`src/rtl/srd_pkg.sv`:
```
package srd_pkg;
    typedef enum logic [1:0] {
        ST_IDLE  = 2'd0,
        ST_SHIFT = 2'd1,
        ST_PAUSE = 2'd2,
        ST_SKIP  = 2'd3
    } rd_state_e;

    typedef enum logic [1:0] {
        SRC_CTRL = 2'd0,
        SRC_CAL  = 2'd1,
        SRC_OUT  = 2'd2
    } rd_src_e;
endpackage

```
`src/rtl/srd_sync.sv`:
```
module srd_sync #(
    parameter int                N_SIG   = 2,
    parameter int                STAGES  = 2,
    parameter logic [N_SIG-1:0]  RST_VAL = '1
) (
    input  logic             clk,
    input  logic             rst_n,
    input  logic [N_SIG-1:0] din,
    output logic [N_SIG-1:0] level,
    output logic [N_SIG-1:0] fall,
    output logic [N_SIG-1:0] rise
);
    for (genvar g = 0; g < N_SIG; g++) begin : g_sig
        logic [STAGES:0] pipe;
        always_ff @(posedge clk or negedge rst_n) begin
            if (!rst_n) pipe <= {(STAGES+1){RST_VAL[g]}};
            else        pipe <= {pipe[STAGES-1:0], din[g]};
        end
        assign level[g] = pipe[STAGES-1];
        assign fall[g]  = pipe[STAGES] & ~pipe[STAGES-1];
        assign rise[g]  = ~pipe[STAGES] & pipe[STAGES-1];
    end
endmodule

```
`src/rtl/srd_ready.sv`:
```
module srd_ready #(
    parameter int DATA_W = 24
) (
    input  logic              clk,
    input  logic              rst_n,
    input  logic              new_stb,
    input  logic [DATA_W-1:0] new_word,
    input  logic              read_busy,
    input  logic              read_done,
    output logic [DATA_W-1:0] out_word,
    output logic              drdy_n
);
    always_ff @(posedge clk or negedge rst_n) begin
        if (!rst_n) begin
            out_word <= '0;
            drdy_n   <= 1'b1;
        end else begin
            if (new_stb) out_word <= new_word;
            if (read_done)                  drdy_n <= 1'b1;
            else if (new_stb && !read_busy) drdy_n <= 1'b0;
        end
    end

    assert_flag_on_new_R2: assert property (@(posedge clk) disable iff (!rst_n)
        (new_stb && !read_busy && !read_done) |=> !drdy_n);
    assert_flag_clear_R3: assert property (@(posedge clk) disable iff (!rst_n)
        read_done |=> drdy_n);
    assert_rise_only_done_R5: assert property (@(posedge clk) disable iff (!rst_n)
        $rose(drdy_n) |-> $past(read_done));
endmodule

```
`src/rtl/srd_read_fsm.sv`:
```
module srd_read_fsm
    import srd_pkg::*;
#(
    parameter int DATA_W  = 24,
    parameter int SHORT_W = 16
) (
    input  logic              clk,
    input  logic              rst_n,
    input  logic              frame_hi,
    input  logic              frame_start,
    input  logic              frame_end,
    input  logic              sclk_fall,
    input  logic              sel_hi,
    input  logic              cal_pick,
    input  logic              word16,
    input  logic              drdy_n,
    input  logic [DATA_W-1:0] out_word,
    input  logic [DATA_W-1:0] cal_word,
    input  logic [DATA_W-1:0] ctrl_word,
    output logic              sdo,
    output logic              sdo_en,
    output logic              read_busy,
    output logic              read_done
);
    localparam int CNT_W = $clog2(DATA_W + 1);
    localparam logic [CNT_W-1:0] LEN_FULL  = CNT_W'(DATA_W);
    localparam logic [CNT_W-1:0] LEN_SHORT = CNT_W'(SHORT_W);

    rd_state_e         state_q, state_nx;
    rd_src_e           src_q, src_nx;
    logic [DATA_W-1:0] shreg_q, load_word;
    logic [CNT_W-1:0]  cnt_q, load_len;
    logic              load, shift, fin, clear, pending;

    assign pending = (src_q == SRC_OUT) && (cnt_q != '0);

    always_comb begin
        state_nx  = state_q;
        src_nx    = src_q;
        load      = 1'b0;
        load_word = '0;
        load_len  = LEN_FULL;
        shift     = 1'b0;
        fin       = 1'b0;
        clear     = 1'b0;
        unique case (state_q)
            ST_IDLE: if (frame_start) begin
                if (!sel_hi) begin
                    state_nx = ST_SHIFT; src_nx = SRC_CTRL; load = 1'b1; load_word = ctrl_word;
                end else if (cal_pick) begin
                    state_nx = ST_SHIFT; src_nx = SRC_CAL; load = 1'b1; load_word = cal_word;
                end else if (!drdy_n) begin
                    state_nx = ST_SHIFT; src_nx = SRC_OUT; load = 1'b1; load_word = out_word;
                    load_len = word16 ? LEN_SHORT : LEN_FULL;
                end else begin
                    state_nx = ST_SKIP;
                end
            end
            ST_SHIFT: begin
                if (frame_end) begin
                    if (src_q == SRC_OUT) state_nx = ST_PAUSE;
                    else begin state_nx = ST_IDLE; clear = 1'b1; end
                end else if (sclk_fall) begin
                    shift = 1'b1;
                    if (cnt_q == CNT_W'(1)) begin fin = 1'b1; state_nx = ST_SKIP; end
                end
            end
            ST_PAUSE: if (frame_start) state_nx = (sel_hi && !cal_pick) ? ST_SHIFT : ST_SKIP;
            ST_SKIP:  if (frame_end)   state_nx = pending ? ST_PAUSE : ST_IDLE;
            default:  state_nx = ST_IDLE;
        endcase
    end

    always_ff @(posedge clk or negedge rst_n) begin
        if (!rst_n) begin
            state_q <= ST_IDLE;
            src_q   <= SRC_CTRL;
        end else begin
            state_q <= state_nx;
            src_q   <= src_nx;
        end
    end

    always_ff @(posedge clk or negedge rst_n) begin
        if (!rst_n) begin
            shreg_q <= '0;
            cnt_q   <= '0;
        end else if (load) begin
            shreg_q <= load_word;
            cnt_q   <= load_len;
        end else if (shift) begin
            shreg_q <= {shreg_q[DATA_W-2:0], 1'b0};
            cnt_q   <= cnt_q - CNT_W'(1);
        end else if (clear) begin
            cnt_q   <= '0;
        end
    end

    always_comb begin
        sdo       = shreg_q[DATA_W-1];
        sdo_en    = (state_q == ST_SHIFT);
        read_busy = pending && (state_q != ST_IDLE);
        read_done = fin && (src_q == SRC_OUT);
    end

    assert_hiz_frame_R10: assert property (@(posedge clk) disable iff (!rst_n)
        (frame_hi && $past(frame_hi)) |-> !sdo_en);
    assert_cnt_bound_R3: assert property (@(posedge clk) disable iff (!rst_n)
        cnt_q <= LEN_FULL);
    assert_step_one_R9: assert property (@(posedge clk) disable iff (!rst_n)
        (state_q == ST_SHIFT && sclk_fall && !frame_end && cnt_q > CNT_W'(1))
            |=> cnt_q == $past(cnt_q) - CNT_W'(1));
    assert_hold_paused_R8: assert property (@(posedge clk) disable iff (!rst_n)
        (state_q == ST_PAUSE && $past(state_q == ST_PAUSE)) |-> ($stable(shreg_q) && $stable(cnt_q)));
    assert_sdo_steady_R9: assert property (@(posedge clk) disable iff (!rst_n)
        (state_q == ST_SHIFT && $past(state_q == ST_SHIFT) && !$past(sclk_fall)) |-> $stable(sdo));
endmodule

```
`src/rtl/serial_read_port.sv`:
```
module serial_read_port #(
    parameter int DATA_W      = 24,
    parameter int SHORT_W     = 16,
    parameter int SYNC_STAGES = 2
) (
    input  logic              clk,
    input  logic              rst_n,
    input  logic              sclk_in,
    input  logic              frame_n,
    input  logic              sel_in,
    input  logic              cal_pick,
    input  logic              word16,
    input  logic              new_word_stb,
    input  logic [DATA_W-1:0] new_word,
    input  logic [DATA_W-1:0] cal_word,
    input  logic [DATA_W-1:0] ctrl_word,
    output logic              sdo,
    output logic              sdo_en,
    output logic              drdy_n
);
    logic [1:0]        lvl, fall, rise;
    logic [DATA_W-1:0] out_word;
    logic              read_busy, read_done;

    srd_sync #(.N_SIG(2), .STAGES(SYNC_STAGES), .RST_VAL(2'b11)) u_sync (
        .clk(clk), .rst_n(rst_n), .din({frame_n, sclk_in}),
        .level(lvl), .fall(fall), .rise(rise)
    );

    srd_ready #(.DATA_W(DATA_W)) u_ready (
        .clk(clk), .rst_n(rst_n), .new_stb(new_word_stb), .new_word(new_word),
        .read_busy(read_busy), .read_done(read_done),
        .out_word(out_word), .drdy_n(drdy_n)
    );

    srd_read_fsm #(.DATA_W(DATA_W), .SHORT_W(SHORT_W)) u_fsm (
        .clk(clk), .rst_n(rst_n),
        .frame_hi(lvl[1]), .frame_start(fall[1]), .frame_end(rise[1]),
        .sclk_fall(fall[0]),
        .sel_hi(sel_in), .cal_pick(cal_pick), .word16(word16), .drdy_n(drdy_n),
        .out_word(out_word), .cal_word(cal_word), .ctrl_word(ctrl_word),
        .sdo(sdo), .sdo_en(sdo_en), .read_busy(read_busy), .read_done(read_done)
    );
endmodule

```
`config.mk`:
```
export PLATFORM = sky130hd
export DESIGN_NAME = serial_read_port
export DESIGN_NICKNAME = d
export VERILOG_FILES = /design/src/rtl/srd_pkg.sv /design/src/rtl/srd_sync.sv /design/src/rtl/srd_ready.sv /design/src/rtl/srd_read_fsm.sv /design/src/rtl/serial_read_port.sv
export SDC_FILE = /design/constraint.sdc
export NUM_CORES = 1
export LEC_CHECK = 0
export CAP_MARGIN = 15
export CORE_UTILIZATION = 40
export CTS_CLUSTER_DIAMETER = 40
export CTS_CLUSTER_SIZE = 8
export DETAILED_ROUTE_END_ITERATION = 12
export PLACE_DENSITY = 0.74
export REMOVE_ABC_BUFFERS = 1
export SYNTH_ARGS = -nofsm -noshare
export SYNTH_HDL_FRONTEND = slang
export SYNTH_SLANG_ARGS = --single-unit
```
`constraint.sdc`:
```
create_clock -name clk -period 2.3 [get_ports clk]
set_clock_uncertainty 0.1 [all_clocks]
set_input_delay 0.345 -clock clk [delete_from_list [all_inputs] [get_ports clk]]
set_output_delay 0.345 -clock clk [all_outputs]
set_load 0.02 [all_outputs]
```
== Yosys cells after proc, flatten, opt, wreduce, memory -nomap -nowiden ==
Cells that the tools add are included.
Storage, ports and cells
  flip-flop bits (word level): 64
  bits of input ports: 80
  output and inout port bits: 3
Cells by class
  add/sub/neg operators: 1
  equal/unequal tests: 11
  muxes and demuxes: 49
  bitwise gates (word level): 6
  reduce and logical (&&, ||, !) cells: 15
Operator list (number)
  24-bit 2-to-1 mux: 7
  5-bit 2-to-1 mux: 8
  2-bit 2-to-1 mux: 15
  1-bit 2-to-1 mux: 17
  2-bit case mux with 4 select lines: 1
  2-bit equality test, second input constant: 3
  2-bit by 1-bit inequality test with 1-bit output, second input constant: 3
  3-bit by 1-bit inequality test with 1-bit output, second input constant: 2
  2-bit nonzero test: 3
  5-bit by 1-bit equality test with 1-bit output, second input constant: 1
  1-bit logical AND: 5
  5-bit AND reduction: 1
  5-bit nonzero test: 1
  5-bit by 1-bit subtractor with 5-bit output, second input constant: 1
  4-bit 2-to-1 mux: 1
  1-bit bitwise AND: 3
  3-bit inequality test, second input constant: 1
  1-bit NOT: 3
  3-bit AND reduction: 1
  3-bit nonzero test: 1
  2-bit by 1-bit equality test with 1-bit output, second input constant: 1
  1-bit zero test: 2
  2-bit zero test: 1

== Longest topological paths before layout ==
  depth in word-level cells: 7
  mapped depth: 7
  depth with buffers taken out: 6

== Cells and area by module ==
A second synthesis with hierarchy kept.
Second synthesis, totals
  cell total of the unflattened synthesis: 274
  area total of the unflattened synthesis: 3264.4 um2
Modules (own cells, without submodules)
  srd_read_fsm: times used 1, cells each 208, area an instance 2019.4 um2, sequential area each 825.8 um2
  srd_ready: times used 1, cells each 54, area an instance 1037.2 um2, sequential area each 626.9 um2
  srd_sync: times used 1, cells each 12, area an instance 207.7 um2, sequential area each 157.7 um2

== Worst setup path before layout ==
No wires, ideal clock.
  path type: register to register
  start: register u_fsm.state_q[1]
  end: register u_fsm.cnt_q[0]
  setup time: 0.125 ns
  data arrival time: 1.848 ns
  setup slack: 0.227 ns
  cell stages (with the launch flop): 6
  buffers on the path: 1
  clock period less this slack: 2.073 ns
  cell sequence: dfrtp_1 buf_2 nor2b_1 or3b_2 and3_4 mux2_4
Between the ends
  word-level cells in the longest chain between the ends: 4
  elaborated cells between the ends (all ways): 9
  those cells by class: 1 x eq/ne; 6 x mux; 2 x reduce/logical
RTL lines
  from (decl): line srd_read_fsm.sv:29  | rd_state_e state_q, state_nx;
  from (signal assigned): line srd_read_fsm.sv:79  | state_q <= state_nx;
  2-bit by 1-bit equality test with 1-bit output (*)
  named net sdo_en: line serial_read_port.sv:18  | output logic sdo_en,
  1-bit 2-to-1 mux: line srd_read_fsm.sv:46  | unique case (state_q)
  5-bit 2-to-1 mux: line srd_read_fsm.sv:91  | end else if (shift) begin
  5-bit 2-to-1 mux: line srd_read_fsm.sv:88  | end else if (load) begin
  to (signal assigned): line srd_read_fsm.sv:90  | cnt_q <= load_len;
  to (signal assigned): line srd_read_fsm.sv:93  | cnt_q <= cnt_q - CNT_W'(1);
  to (decl): line srd_read_fsm.sv:32  | logic [CNT_W-1:0] cnt_q, load_len;
Mark *: on every way through the listed nets, which the timed path passes. The rest lies on a longest branch.
A chain may end at the register's enable or synchronous reset.

== Worst setup path after layout ==
  start: input cal_pick
  end: register u_fsm.shreg_q[20]
Between the ends
  word-level cells in the longest chain between the ends: 5
  elaborated cells between the ends (all ways): 10
  those cells by class: 9 x mux; 1 x reduce/logical
RTL lines
  from (decl): line serial_read_port.sv:11  | input logic cal_pick,
  24-bit 2-to-1 mux / 1-bit 2-to-1 mux (equally long branches): line srd_read_fsm.sv:50  | end else if (cal_pick) begin
  24-bit 2-to-1 mux / 1-bit 2-to-1 mux (equally long branches): line srd_read_fsm.sv:48  | if (!sel_hi) begin
  24-bit 2-to-1 mux / 1-bit 2-to-1 mux (equally long branches): line srd_read_fsm.sv:47  | ST_IDLE: if (frame_start) begin
  24-bit 2-to-1 mux / 1-bit 2-to-1 mux (equally long branches): line srd_read_fsm.sv:46
  24-bit 2-to-1 mux / 2-bit nonzero test (equally long branches)
  to (signal assigned): line srd_read_fsm.sv:89  | shreg_q <= load_word;
  to (signal assigned): line srd_read_fsm.sv:92  | shreg_q <= {shreg_q[DATA_W-2:0], 1'b0};
  to (decl): line srd_read_fsm.sv:31  | logic [DATA_W-1:0] shreg_q, load_word;
Parallel ways exist; a longest one is shown, timed or not.

==> results.toml <==
[run_status]
status = "completed"

[floorplanning]
fp.dieH_um = 91.1
initial_utilization_pct = 41.3
die_area_um2 = 8300
die-width_um = 91.1
io_pins = 83
core-area_um2 = 7690
num_rows = 32

[critical_path]
r2r_start = "u_sync.g_sig[1].pipe[2]"
crit_path_end_kind = "flip-flop"
cp_slowest_cell = "nor2_2"
start_kind = "input port"
crit_required_ns = 2.46
r2r-end = "u_fsm.shreg_q[1]"
path_cells = "clkdlybuf4s50_1 -> nor2b_1 -> buf_4 -> a211oi_4 -> nor2_2 -> a221o_1"
crit_start = "cal_pick"
ff2ff_setup_slack_ns = 0.21
endpoint = "u_fsm.shreg_q[20]"
cp_max_fo = 24
criticalPathCategory = "input port to flip-flop"
cp.arrival_ns = 2.30
max_stage_delay_ns = 0.74
reg2reg_depth = 5

[timing]
timing.fmax_ghz = 0.468
period_needed_ns = 2.14
tightest_slew_ns = 1.04
rsz0062_at_grt = "no"
setup_slack_ns = 0.162
hold_violations = 0
setup_tns_ns = 0
slew_headroom_pct = 30.9
setup_violations = 0
finalCritPeriodShare_pct = 92.9
slew_viol_final = 0

[global_route]
grt_overflow = 0
grt_pass1_vias = 2546
top_usage_layer = "met2"
grt_max_degree = 50
met2_usage_pct = 29.9
grt_first_pass_wirelength_um = 12100
use_met3_pct = 3.94
antenna_found_initial = 0
track_usage_pct = 18.6
met1_usage_pct = 24.2

[synthesis]
synthCells = 267
synth-edff-count = 0
synth_cell_types = 41
ys_top_cells_by_area = "dfrtp_1 45%, mux2_2 8.9%, a221o_1 7.2%"
synthMostInstantiatedCell = "dfrtp_1"
ys_top_cells_by_count = "57 x dfrtp_1, 30 x nor2_1, 25 x a22oi_1, 25 x mux2_2, 23 x a221o_1"
async_flop_share_pct = 100
synth_flop_cell = "dfrtp_1"
yosys_warnings = 0
yosysTopAreaCell = "dfrtp_1"
yosysTopAreaCellShare_pct = 44.9
syn_avg_cell_area_um2 = 11.9
seq_area_frac_synth_pct = 50.7
synth-seq-cells = 64
synth_area_um2 = 3180

[cts]
cts_tree = "yes"
numCtsBuffers = 9
cts.clk_slew.worst_paths_ns = 0.07
clockBufferDepth = 2
cts-htree-levels = 3
cts-root-buf = "clkbuf_8"
clock_latency_ns = 0.33
cts_setup_buffers = 0
cts.sinks = 64

[placement]
io_buffers = 82
dpl_cell_area_um2 = 4080
placed_cells = 438
gp_congestion = 0.787
pre_cts_ws_ns = -0.164
dp_hpwl_um = 5090

[cells_and_area]
syn2layout_area_growth_pct = 34.0
final_cells = 455
final_nets = 430
n_antenna_cell = 0
drive_gt1_share_pct = 23.2
fin_area_um2 = 4260
num-fill-cells = 682

[run]
max_cap_violations = 0

[detailed_routing]
postRouteAntennaNets = 0
viasPerCell = 5.48
drc = 0
drt-pass1-iter-count = 4
vias = 2494
post_drt_wl_per_cell_um = 16.2
wl_um = 7380
drtIter0Drc = 118

[worst_hold_path]
hold_path.class = "flip-flop to flip-flop"
holdCritStartpoint = "u_sync.g_sig[1].pipe[0]"

[power_and_ir_drop]
power.density_nw_per_um2 = 807
leakagePower_nw = 1.73
vdd_drop_max_v = 0.000321
## flip-flops by register name, indices dropped and copies added (netlist names)
signal	count
u_sync.g_sig.pipe	6
u_fsm.state_q	2
u_fsm.src_q	2
u_ready.drdy_n	1
u_ready.out_word	24
u_fsm.cnt_q	5
u_fsm.shreg_q	24
## cell families (layout without fill, tap and decap cells)
kind of cell / after synthesis / after routing / share of synthesized area [%]
simple gates: 55 / 55 / 8.23
fa+ha+maj: 2 / 2 / 0.788
compound gates: 93 / 93 / 26.3
xor+xnor: 1 / 1 / 0.276
flops: 64 / 64 / 50.7
mux: 26 / 26 / 9.33
buf+inv: 26 / 112 / 4.41
## power breakdown
part / internal [mW] / total [mW] / switching, mW
registers: 1.45 / 1.67 / 0.217
logic: 0.538 / 0.939 / 0.400
clock network: 0.418 / 0.827 / 0.409
total: 2.41 / 3.43 / 1.03
## cells in the final DEF (no fill, tap or decap), types with 7 or more instances in the layout
master | synthesis | layout
buf_4 | 0 | 9
nand2_1 | 7 | 7
a211oi_1 | 7 | 7
clkbuf_8 | 0 | 10
nor2_1 | 30 | 29
a211oi_2 | 16 | 16
a221o_1 | 23 | 23
dfstp_2 | 7 | 7
mux2_2 | 25 | 25
a22oi_1 | 25 | 25
dfrtp_1 | 57 | 57
clkdlybuf4s50_1 | 0 | 80
## per-layer routing
metal	vias up	wire length (um)
met5	-	0
met3	14	445
li1	1181	-
met1	1213	3310
met2	86	3490
met4	0	136
## how the worst min path moves through the flow
stage          cells after the start                      end  slack, ns
2_1_floorplan                      0           u_fsm.cnt_q[0]      -0.05
4_1_cts                            0  u_sync.g_sig[1].pipe[1]       0.26
3_5_place_dp                       0  u_sync.g_sig[1].pipe[1]       0.25
5_1_grt                            0  u_sync.g_sig[1].pipe[1]       0.26
6_report                           0  u_sync.g_sig[1].pipe[1]       0.26
3_3_place_gp                       0  u_sync.g_sig[0].pipe[1]       0.25
## layout make-up
class	count	area (um^2)	area share [%]
flip-flops and latches	64	1610	37.8
multi-input cells	177	1430	33.6
repair buffers	93	908	21.3
clock buffers	13	149	3.50
well taps	102	128	3.00
clock inverters	3	17.5	0.412
inverters	3	11.3	0.265
## worst max-delay path, delay by kind of cell
family | cells | cell delay, ns
AO/OA/AOI/OAI | 2 | 0.35
buffers and inverters | 2 | 0.66
AND/OR/NAND/NOR | 2 | 0.93
## repair_timing
action                     in CTS  in global routing
hold endpoints to repair       22                  0
hold buffers                    1                  0
resized for setup               0                  1
setup endpoints to repair       0                  1
## stage by stage
step                      hold slack, ns  power [mW]  utilization, %
after detailed placement           0.248        2.61            53.0
after global placement             0.247        2.56            53.0
after CTS                          0.257        3.45            55.3
after floorplan                  -0.0506        2.20               -
after global routing               0.259        3.63            55.4
final                              0.257        3.43            55.4
Note: power is estimated with default switching activity, not from simulation.
